==> config.mk <==
export PLATFORM = sky130hd
export DESIGN_NAME = evt_source_unit
export DESIGN_NICKNAME = d
export VERILOG_FILES = /design/src/rtl/evt_pkg.sv /design/src/rtl/evt_timer.sv /design/src/rtl/evt_edge.sv /design/src/rtl/evt_brk.sv /design/src/rtl/evt_source_unit.sv
export SDC_FILE = /design/constraint.sdc
export NUM_CORES = 1
export LEC_CHECK = 0
export ABC_AREA = 1
export BUFFER_PORTS_ARGS = -buffer_cell sky130_fd_sc_hd__buf_2
export CELL_PAD_IN_SITES_DETAIL_PLACEMENT = 0
export CELL_PAD_IN_SITES_GLOBAL_PLACEMENT = 1
export CORE_MARGIN = 1
export CORE_UTILIZATION = 34
export DETAILED_ROUTE_END_ITERATION = 10
export PLACE_DENSITY = 0.79
export SYNTH_ARGS = -nofsm -noshare
export SYNTH_HDL_FRONTEND = slang
export SYNTH_SLANG_ARGS = --single-unit
==> constraint.sdc <==
create_clock -name clk -period 1.75 [get_ports clk]
set_clock_uncertainty 0.1 [all_clocks]
set_input_delay 0.2625 -clock clk [delete_from_list [all_inputs] [get_ports clk]]
set_output_delay 0.2625 -clock clk [all_outputs]
set_load 0.005 [all_outputs]
==> src/rtl/evt_pkg.sv <==
package evt_pkg;

    localparam int PIN_COUNT  = 64;
    localparam int PIN_IDX_W  = $clog2(PIN_COUNT);
    localparam int EDGE_CFG_W = 2 + PIN_IDX_W;
    localparam int PERIOD_W   = 32;
    localparam int XADDR_W    = 20;

    typedef enum logic [1:0] {
        EDGE_OFF  = 2'b00,
        EDGE_RISE = 2'b01,
        EDGE_FALL = 2'b10,
        EDGE_ANY  = 2'b11
    } edge_mode_e;

    typedef struct packed {
        edge_mode_e             mode;
        logic [PIN_IDX_W-1:0]   pin;
    } edge_cfg_t;

    typedef struct packed {
        logic [PERIOD_W-1:0] reload;
        logic [PERIOD_W-1:0] remain;
    } tmr_state_t;

    typedef struct packed {
        logic               armed;
        logic               hit_q;
        logic [XADDR_W-1:0] target;
    } brk_state_t;

    function automatic logic edge_match(edge_mode_e mode, logic prev, logic cur);
        logic rise;
        logic fall;
        rise = ~prev & cur;
        fall = prev & ~cur;
        case (mode)
            EDGE_RISE: return rise;
            EDGE_FALL: return fall;
            EDGE_ANY:  return rise | fall;
            default:   return 1'b0;
        endcase
    endfunction

endpackage

==> src/rtl/evt_timer.sv <==
module evt_timer
    import evt_pkg::*;
#(
    parameter int W = PERIOD_W
) (
    input  logic         clk,
    input  logic         rst,
    input  logic         we,
    input  logic [W-1:0] wdata,
    output logic         evt
);
    localparam logic [W-1:0] ONE = W'(1);

    logic [W-1:0] reload_q;
    logic [W-1:0] remain_q;

    always_ff @(posedge clk) begin
        if (rst) begin
            reload_q <= '0;
            remain_q <= '0;
            evt      <= 1'b0;
        end else if (we) begin
            reload_q <= wdata;
            remain_q <= wdata;
            evt      <= 1'b0;
        end else if (reload_q != '0) begin
            if (remain_q <= ONE) begin
                remain_q <= reload_q;
                evt      <= 1'b1;
            end else begin
                remain_q <= remain_q - ONE;
                evt      <= 1'b0;
            end
        end else begin
            evt <= 1'b0;
        end
    end
endmodule

==> src/rtl/evt_edge.sv <==
module evt_edge
    import evt_pkg::*;
#(
    parameter int NPIN = PIN_COUNT
) (
    input  logic             clk,
    input  logic             rst,
    input  logic [NPIN-1:0]  pins,
    input  logic             we,
    input  logic [EDGE_CFG_W-1:0] wdata,
    output logic             evt
);
    edge_cfg_t cfg_q;
    edge_cfg_t cfg_new;
    logic      prev_q;
    logic      cur_lvl;

    assign cfg_new = edge_cfg_t'(wdata);
    assign cur_lvl = pins[cfg_q.pin];

    always_ff @(posedge clk) begin
        if (rst) begin
            cfg_q  <= '{mode: EDGE_OFF, pin: '0};
            prev_q <= 1'b0;
            evt    <= 1'b0;
        end else if (we) begin
            cfg_q  <= cfg_new;
            prev_q <= pins[cfg_new.pin];
            evt    <= 1'b0;
        end else begin
            prev_q <= cur_lvl;
            evt    <= edge_match(cfg_q.mode, prev_q, cur_lvl);
        end
    end
endmodule

==> src/rtl/evt_brk.sv <==
module evt_brk
    import evt_pkg::*;
#(
    parameter int AW = XADDR_W
) (
    input  logic          clk,
    input  logic          rst,
    input  logic [AW-1:0] addr,
    input  logic          we,
    input  logic [AW-1:0] wdata,
    output logic          evt
);
    logic          armed_q;
    logic          hit_q;
    logic [AW-1:0] target_q;
    logic          hit;

    assign hit = armed_q && (addr == target_q);

    always_ff @(posedge clk) begin
        if (rst) begin
            armed_q  <= 1'b0;
            hit_q    <= 1'b0;
            target_q <= '0;
            evt      <= 1'b0;
        end else if (we) begin
            armed_q  <= 1'b1;
            hit_q    <= 1'b0;
            target_q <= wdata;
            evt      <= 1'b0;
        end else begin
            hit_q <= hit;
            evt   <= hit & ~hit_q;
        end
    end
endmodule

==> src/rtl/evt_source_unit.sv <==
module evt_source_unit
    import evt_pkg::*;
#(
    parameter int NPIN = PIN_COUNT,
    parameter int PW   = PERIOD_W,
    parameter int AW   = XADDR_W
) (
    input  logic                  clk,
    input  logic                  rst,
    input  logic [NPIN-1:0]       pin_in,
    input  logic [AW-1:0]         exec_addr,
    input  logic                  period_we,
    input  logic [PW-1:0]         period_wdata,
    input  logic                  edge_we,
    input  logic [EDGE_CFG_W-1:0] edge_wdata,
    input  logic                  brk_we,
    input  logic [AW-1:0]         brk_wdata,
    output logic                  tmr_evt,
    output logic                  edge_evt,
    output logic                  brk_evt
);
    evt_timer #(.W(PW)) u_timer (
        .clk(clk), .rst(rst), .we(period_we), .wdata(period_wdata), .evt(tmr_evt)
    );

    evt_edge #(.NPIN(NPIN)) u_edge (
        .clk(clk), .rst(rst), .pins(pin_in), .we(edge_we), .wdata(edge_wdata),
        .evt(edge_evt)
    );

    evt_brk #(.AW(AW)) u_brk (
        .clk(clk), .rst(rst), .addr(exec_addr), .we(brk_we), .wdata(brk_wdata),
        .evt(brk_evt)
    );
endmodule

==> results of run 1 <==
==> power by group <==
part / internal [mW] / leakage (nW) / switching (mW)
Sequential: 2.38 / 0.816 / 0.126
Combinational: 0.857 / 3.51 / 1.11
Clock: 0.968 / 0.122 / 0.932
==> per-stage QoR <==
step           std cells  utilization [%]
4_1_cts             1500             46.0
2_1_floorplan       1064                -
5_1_grt             1515             49.4
3_3_place_gp        1478             43.3
3_5_place_dp        1478             43.3
6_report            1515             49.4
==> critical path: cells and delay by family, from the launching register on <==
kind                       cells  cell delay [ns]
and+or+nand+nor                9             0.63
AOI/OAI and AO/OA              2             0.14
adders and majority gates      1             0.26
DFF                            1             0.36
buffers and inverters          3             0.37
==> repair_timing <==
action                                 4_1_cts  5_1_grt
pin swaps                                   18       61
buffers inserted                             3        7
resized for setup                           41      144
endpoints found under the hold margin        1        0
gates cloned                                 3        8
setup endpoints to repair                   27       34
hold buffers                                 1        0
==> flip-flops by register name (all words and copies together) (netlist names), 8 cells and up <==
signal / flops
u_timer.remain_q: 32
u_brk.target_q: 20
u_edge.cfg_q: 8
u_timer.reload_q: 32
==> metal layers <==
metal | share of wire, % | track usage [%] | vias to the layer above
met4 | 1.4 | 5.55 | 0
met1 | 46 | 28.6 | 3611
met3 | 4.7 | 4.03 | 29
met5 | 0 | 0 | -
met2 | 48 | 39.2 | 229
li1 | - | - | 3930
==> worst max path at each step <==
stage	slack [ns]	end	depth (start not counted)	start
CTS	-0.21	u_edge.evt$_SDFF_PP0_	15	u_edge.cfg_q[0]$_SDFFE_PP0P_
global placement	-0.26	u_edge.evt$_SDFF_PP0_	15	u_edge.cfg_q[0]$_SDFFE_PP0P_
floorplan	-0.07	u_edge.evt$_SDFF_PP0_	16	u_edge.cfg_q[0]$_SDFFE_PP0P_
detailed placement	-0.31	u_edge.evt$_SDFF_PP0_	15	u_edge.cfg_q[0]$_SDFFE_PP0P_
global route	-0.33	u_edge.evt$_SDFF_PP0_	15	u_edge.cfg_q[0]$_SDFFE_PP0P_
finish	-0.24	u_edge.evt$_SDFF_PP0_	15	u_edge.cfg_q[0]$_SDFFE_PP0P_
==> layout make-up <==
cell class / instances / area share, %
tap: 234 / 3.16
multi-input combinational: 811 / 47.9
timing repair inverter: 1 / 0.122
timing repair buffer: 251 / 19.7
clock inverter: 5 / 0.432
antenna: 2 / 0.0540
inverter: 103 / 4.57
sequential: 98 / 21.5
clock buffer: 10 / 2.47
==> kinds of logic (layout without fill, tap and decap cells) <==
family          after synthesis  after routing  share of synthesized area [%]
fa+ha+maj                     4              4                          0.767
xor+xnor                     26             26                           3.49
buf+inv                     158            370                           9.97
simple gates                590            593                           40.3
compound gates              188            188                           15.4
other cells                   0              2                              0
flops                        98             98                           30.1
==> placed cells by master, fill, tap and decap left out, drive strengths merged, types with 3 or more instances in the layout <==
master / n
dfxtp: 98
o21ai: 105
xor2: 16
nor3: 6
ha: 4
a21oi: 63
clkbuf: 15
clkinv: 4
clkinvlp: 3
nor2: 107
nand2: 290
o22ai: 11
xnor2: 10
nand3b: 4
nand3: 168
buf: 245
inv: 102
a221oi: 3
nand4: 12
o211ai: 4
==> impl_metrics.yaml, run 1 <==
die:
  coreArea_um2: 18800
  start_util_pct: 34.8
  fp-row-count: 50
  io_pins: 152
  die_area_um2: 19800
  die_w_um: 141
  die_y_um: 141
clock_tree:
  cts.path.max_buffers: 2
  clkTransAtPathRegs_ns: 0.07
  cts_inserted_buffers: 9
  cts_sinks: 98
  root_buffer: "clkbuf_16"
  h-tree-depth: 3
  clock_latency_ns: 0.36
  cts_tree: "done"
worst_setup_path:
  slowest_delay_ns: 0.36
  cp.required_ns: 1.88
  cp-end-kind: "flip-flop"
  crit_path_start_kind: "flip-flop"
  ff2ff_setup_slack_ns: -0.24
  arrival_ns: 2.13
  crit_fanout: 8
  r2r-start: "u_edge.cfg_q[0]$_SDFFE_PP0P_"
  crit_path_top_delay_cell: "dfxtp_4"
  crit_chain: "buf_12 > buf_8 > nand2_2 > nand3_2 > nand3_2 > nand2_1 > nand2_1 > nand3_1 > nand3_1 > nand2_2 > inv_2 > ha_4 > o21ai_2 > a21oi_2 > nor3_1"
  reg2reg_depth: 15
  path_class: "flip-flop to flip-flop"
  regToRegEndpoint: "u_edge.evt$_SDFF_PP0_"
sta:
  setup_viol: 2
  setup_ws_ns: -0.242
  slew_headroom_pct: 79.8
  rsz0062_at_grt: "yes"
  final_max_slew_viol_count: 0
  period_minus_slack_ns: 1.99
  fin_tns_setup_ns: -0.245
  worstMarginPinSlew_ns: 0.300
  report.final.hold_viol_count: 0
  holdWs_ns: 0.0232
  period_share_pct: 114
  max_freq_mhz: 502
synthesis:
  synth.distinct_cells: 38
  yosysTopAreaCell: "dfxtp_1"
  seq_area_frac_synth_pct: 30.1
  synth_top_area_share_pct: 30.1
  synth-main-ff-cell: "dfxtp_1"
  synth_warnings: 0
  netlist_instances: 1064
  yosysMostFrequentCell: "nand2_1"
  synth_commonest_cells: "nand2_1 (278), nand3_1 (163), dfxtp_1 (98)"
  synth-seq-cells: 98
  async_reset_ff_share_pct: 0
  synth_area_per_cell_um2: 6.13
  yosys-top-cells-area: "dfxtp_1 (30%), nand2_1 (16%), nand3_1 (12%), o21ai_0 (6.7%), inv_1 (5.3%)"
  syn-cell-area_um2: 6530
  syn-num-nets: 1217
  synth_edf_count: 0
power:
  powerDensity_nw_per_um2: 689
  peakVddDrop_mv: 0.485
  p_leak_nw: 4.45
  design_power_total_mw: 6.38
placement:
  portBuffers: 151
  place_hpwl_mm: 16.4
  dp_slack_ns: -0.315
  placed_area_um2: 8120
  gp_congestion: 0.864
drt:
  vias: 7799
  drtAntennaViolNets: 0
  drt_wl_total_mm: 23.0
  drc: 0
  avgViaCountPerCell: 5.15
  drtIter0Drc: 461
  route.detailed.wl_per_inst_um: 15.2
  drtPass1Iterations: 5
final_layout:
  multi_input_area_um2: 4440
  layout.nets: 1428
  fillers: 1947
  drive_gt1_share_pct: 32.8
  regArea_um2: 1990
  final_area_um2: 9260
  synthToLayoutAreaGrowth_pct: 41.9
status:
  violations: "negative setup slack"
  status: "finished, violations left"
job:
  drv_cap: 0
grt:
  gr-usage-all-layers_pct: 22.5
  grt_antenna_before_repair: 2
  grt_max_degree: 67
  grt_pass1_wl_mm: 35.8
  gr-total-overflow: 0
  grt_pass1_vias: 7397
min_path:
  holdPathEnd: "u_edge.cfg_q[7]$_SDFFE_PP0P_"
  hp-class: "input pin to flip-flop"
  hold_path_depth: 2
  hold_path.startpoint: "edge_wdata[7]"
Power figures use the tool's default switching activity.
==> run 2, diff against run 1 <==
- PLACE_DENSITY: 0.79 -> 0.83
- SETUP_SLACK_MARGIN: unset -> 0.05
==> run 2 against run 1 <==
Compared with the run above: the flow still finishes with violations (negative setup slack); core utilization grew 1.4 points; non-clock buffer count shrank 4; total power grew 3.7%; highest routed layer unchanged; wire length grew 3.1%; final cell count shrank 0.20%; design area grew 2.8%; largest power group unchanged; sequential power is essentially flat.
==> impl_metrics.yaml, run 2 (synthesized netlist as in run 1, its figures left out) <==
status:
  status: "finished, violations left"
  violations: "negative setup slack"
drt:
  drt_wl_total_mm: 23.7
  drtPass1Iterations: 7
  vias: 7839
  avgViaCountPerCell: 5.18
  drc: 0
  drtAntennaViolNets: 0
  drtIter0Drc: 574
  route.detailed.wl_per_inst_um: 15.7
power:
  p_sw_mw: 2.21
  p_int_mw: 4.41
  p_comb_share_pct: 30.8
  design_power_total_mw: 6.62
  p_leak_nw: 4.51
  clock_power_share_pct: 30.9
  switching_share_pct: 33.4
  peakVddDrop_mv: 0.512
  p_seq_share_pct: 38.3
  powerDensity_nw_per_um2: 695
placement:
  placed_area_um2: 8010
  gp_congestion: 0.871
  portBuffers: 151
  placedCellCount: 1468
  place_hpwl_mm: 16.1
die:
  fp-row-count: 50
  die_y_um: 141
  coreArea_um2: 18800
  die_w_um: 141
  start_util_pct: 34.8
  die_area_um2: 19800
  io_pins: 152
sta:
  rsz0062_at_grt: "yes"
  worstMarginPinSlew_ns: 0.612
  period_minus_slack_ns: 2.14
  setup_ws_ns: -0.394
  holdWs_ns: 0.0318
  setup_viol: 4
  report.final.hold_viol_count: 0
  final_max_slew_viol_count: 0
  slew_headroom_pct: 58.9
  max_freq_mhz: 466
  period_share_pct: 123
final_layout:
  final_cell_mix: "nand2_1 (253), buf_2 (151), nand3_1 (139), inv_1 (81), dfxtp_1 (75)"
  synthToLayoutAreaGrowth_pct: 45.9
  layout_commonest_cell: "nand2_1"
  fin_cells: 1512
  reg_top3: "u_timer.reload_q: 32 flops, u_timer.remain_q: 32 flops, u_brk.target_q: 20 flops"
  layout.nets: 1426
  utilization_pct: 50.7
  final_area_um2: 9520
  drive_gt1_share_pct: 36.0
worst_setup_path:
  r2r-start: "u_edge.cfg_q[0]$_SDFFE_PP0P_"
  ff2ff_setup_slack_ns: -0.39
  crit_path_top_delay_cell: "dfxtp_4"
  cp-end-kind: "flip-flop"
  crit_fanout: 8
  reg2reg_depth: 16
  crit_chain: "buf_12 > buf_16 > inv_8 > nand2_1 > nand3_1 > nand3_1 > nand2_2 > nand2_1 > nand3_1 > nand3_1 > nand2_2 > inv_2 > ha_4 > o21ai_2 > a21oi_1 > nor3_1"
  cpMostUsedCell: "nand3_1"
  regToRegEndpoint: "u_edge.evt$_SDFF_PP0_"
  cp.required_ns: 1.92
  crit_path_start_kind: "flip-flop"
  path_class: "flip-flop to flip-flop"
  slowest_delay_ns: 0.35
  arrival_ns: 2.31
grt:
  grt_antenna_before_repair: 1
  gr-total-overflow: 0
  grt_pass1_vias: 7198
  grt_pass1_wl_mm: 35.7
  gr-usage-all-layers_pct: 22.6
  grt_max_degree: 41
job:
  drv_cap: 0
clock_tree:
  clock_latency_ns: 0.36
  cts_sinks: 98
  root_buffer: "clkbuf_16"
  cts_tree: "done"
  cts.path.max_buffers: 2
  cts_inserted_buffers: 9
  h-tree-depth: 3
  clkTransAtPathRegs_ns: 0.07
  cts-hold-fix-buffers: 0
min_path:
  hold_path_depth: 3
  hp-class: "input pin to flip-flop"
  hold_path.startpoint: "brk_wdata[19]"
  holdPathEnd: "u_brk.target_q[19]$_SDFFE_PP0P_"
-- run 2: cell types whose count changed in the layout (fill, tap and decap cells not counted), sizes merged --
cell	delta
bufbuf	+1
clkinvlp	-2
diode	-1
bufinv	+1
inv	+3
nand2	-1
dlygate4sd3	-1
clkbuf	-4
clkinv	+1
-- run 2: worst max-delay path: cells and delay by family (launching register included) --
| family | cells | cell delay [ns] |
|---|---|---|
| simple gates | 9 | 0.78 |
| buf+inv | 4 | 0.44 |
| flops | 1 | 0.35 |
| fa+ha+maj | 1 | 0.20 |
| compound gates | 2 | 0.19 |
-- run 2: routing by layer --
metal,GRT usage (%),up-vias,share of wire [%]
met3,4.10,53,6.1
met4,7.09,0,3.0
met2,37.3,271,47
li1,-,3923,-
met5,0,-,0
met1,29.8,3592,44
-- run 2: layout make-up --
type	count	area [um^2]
Clock inverter	5	62.6
Inverter	103	420
Timing Repair inverter	4	58.8
Multi-Input combinational cell	810	4620
Antenna cell	1	2.50
Fill cell	1815	9240
Tap cell	234	293
Clock buffer	10	239
Timing Repair Buffer	247	1830
Sequential cell	98	2010
-- run 2: what timing repair did --
action,in CTS,in global routing
gates cloned,7,6
pin swaps,20,74
endpoints found under the setup margin,34,35
setup buffers,4,12
gates resized for setup,93,177
-- run 2: power groups by stage --
| stage | Combinational [mW] | Clock [mW] | Sequential [mW] |
|---|---|---|---|
| after detailed placement | 1.65 | 0 | 2.54 |
| after global placement | 1.64 | 0 | 2.53 |
| after floorplan | 1.02 | 0 | 2.51 |
| final | 2.03 | 2.05 | 2.54 |
| after CTS | 1.76 | 2.09 | 2.50 |
| after global routing | 2.24 | 2.19 | 2.55 |
-- run 2: through the flow --
| step | TNS, ns | worst slack, ns |
|---|---|---|
| floorplan | -0.0694 | -0.0694 |
| global placement | -1.64 | -0.259 |
| detailed placement | -2.31 | -0.350 |
| CTS | -0.303 | -0.303 |
| global route | -2.69 | -0.530 |
| finish | -0.407 | -0.394 |
-- run 2: how the worst max path moves through the flow --
stage / from / to / slack, ns / depth (start not counted)
2_1_floorplan: u_edge.cfg_q[0]$_SDFFE_PP0P_ / u_edge.evt$_SDFF_PP0_ / -0.07 / 16
3_3_place_gp: u_edge.cfg_q[0]$_SDFFE_PP0P_ / u_edge.evt$_SDFF_PP0_ / -0.26 / 15
3_5_place_dp: u_edge.cfg_q[0]$_SDFFE_PP0P_ / u_edge.evt$_SDFF_PP0_ / -0.35 / 15
4_1_cts: u_edge.cfg_q[0]$_SDFFE_PP0P_ / u_edge.evt$_SDFF_PP0_ / -0.30 / 15
5_1_grt: u_edge.cfg_q[0]$_SDFFE_PP0P_ / u_edge.evt$_SDFF_PP0_ / -0.53 / 16
6_report: u_edge.cfg_q[0]$_SDFFE_PP0P_ / u_edge.evt$_SDFF_PP0_ / -0.39 / 16
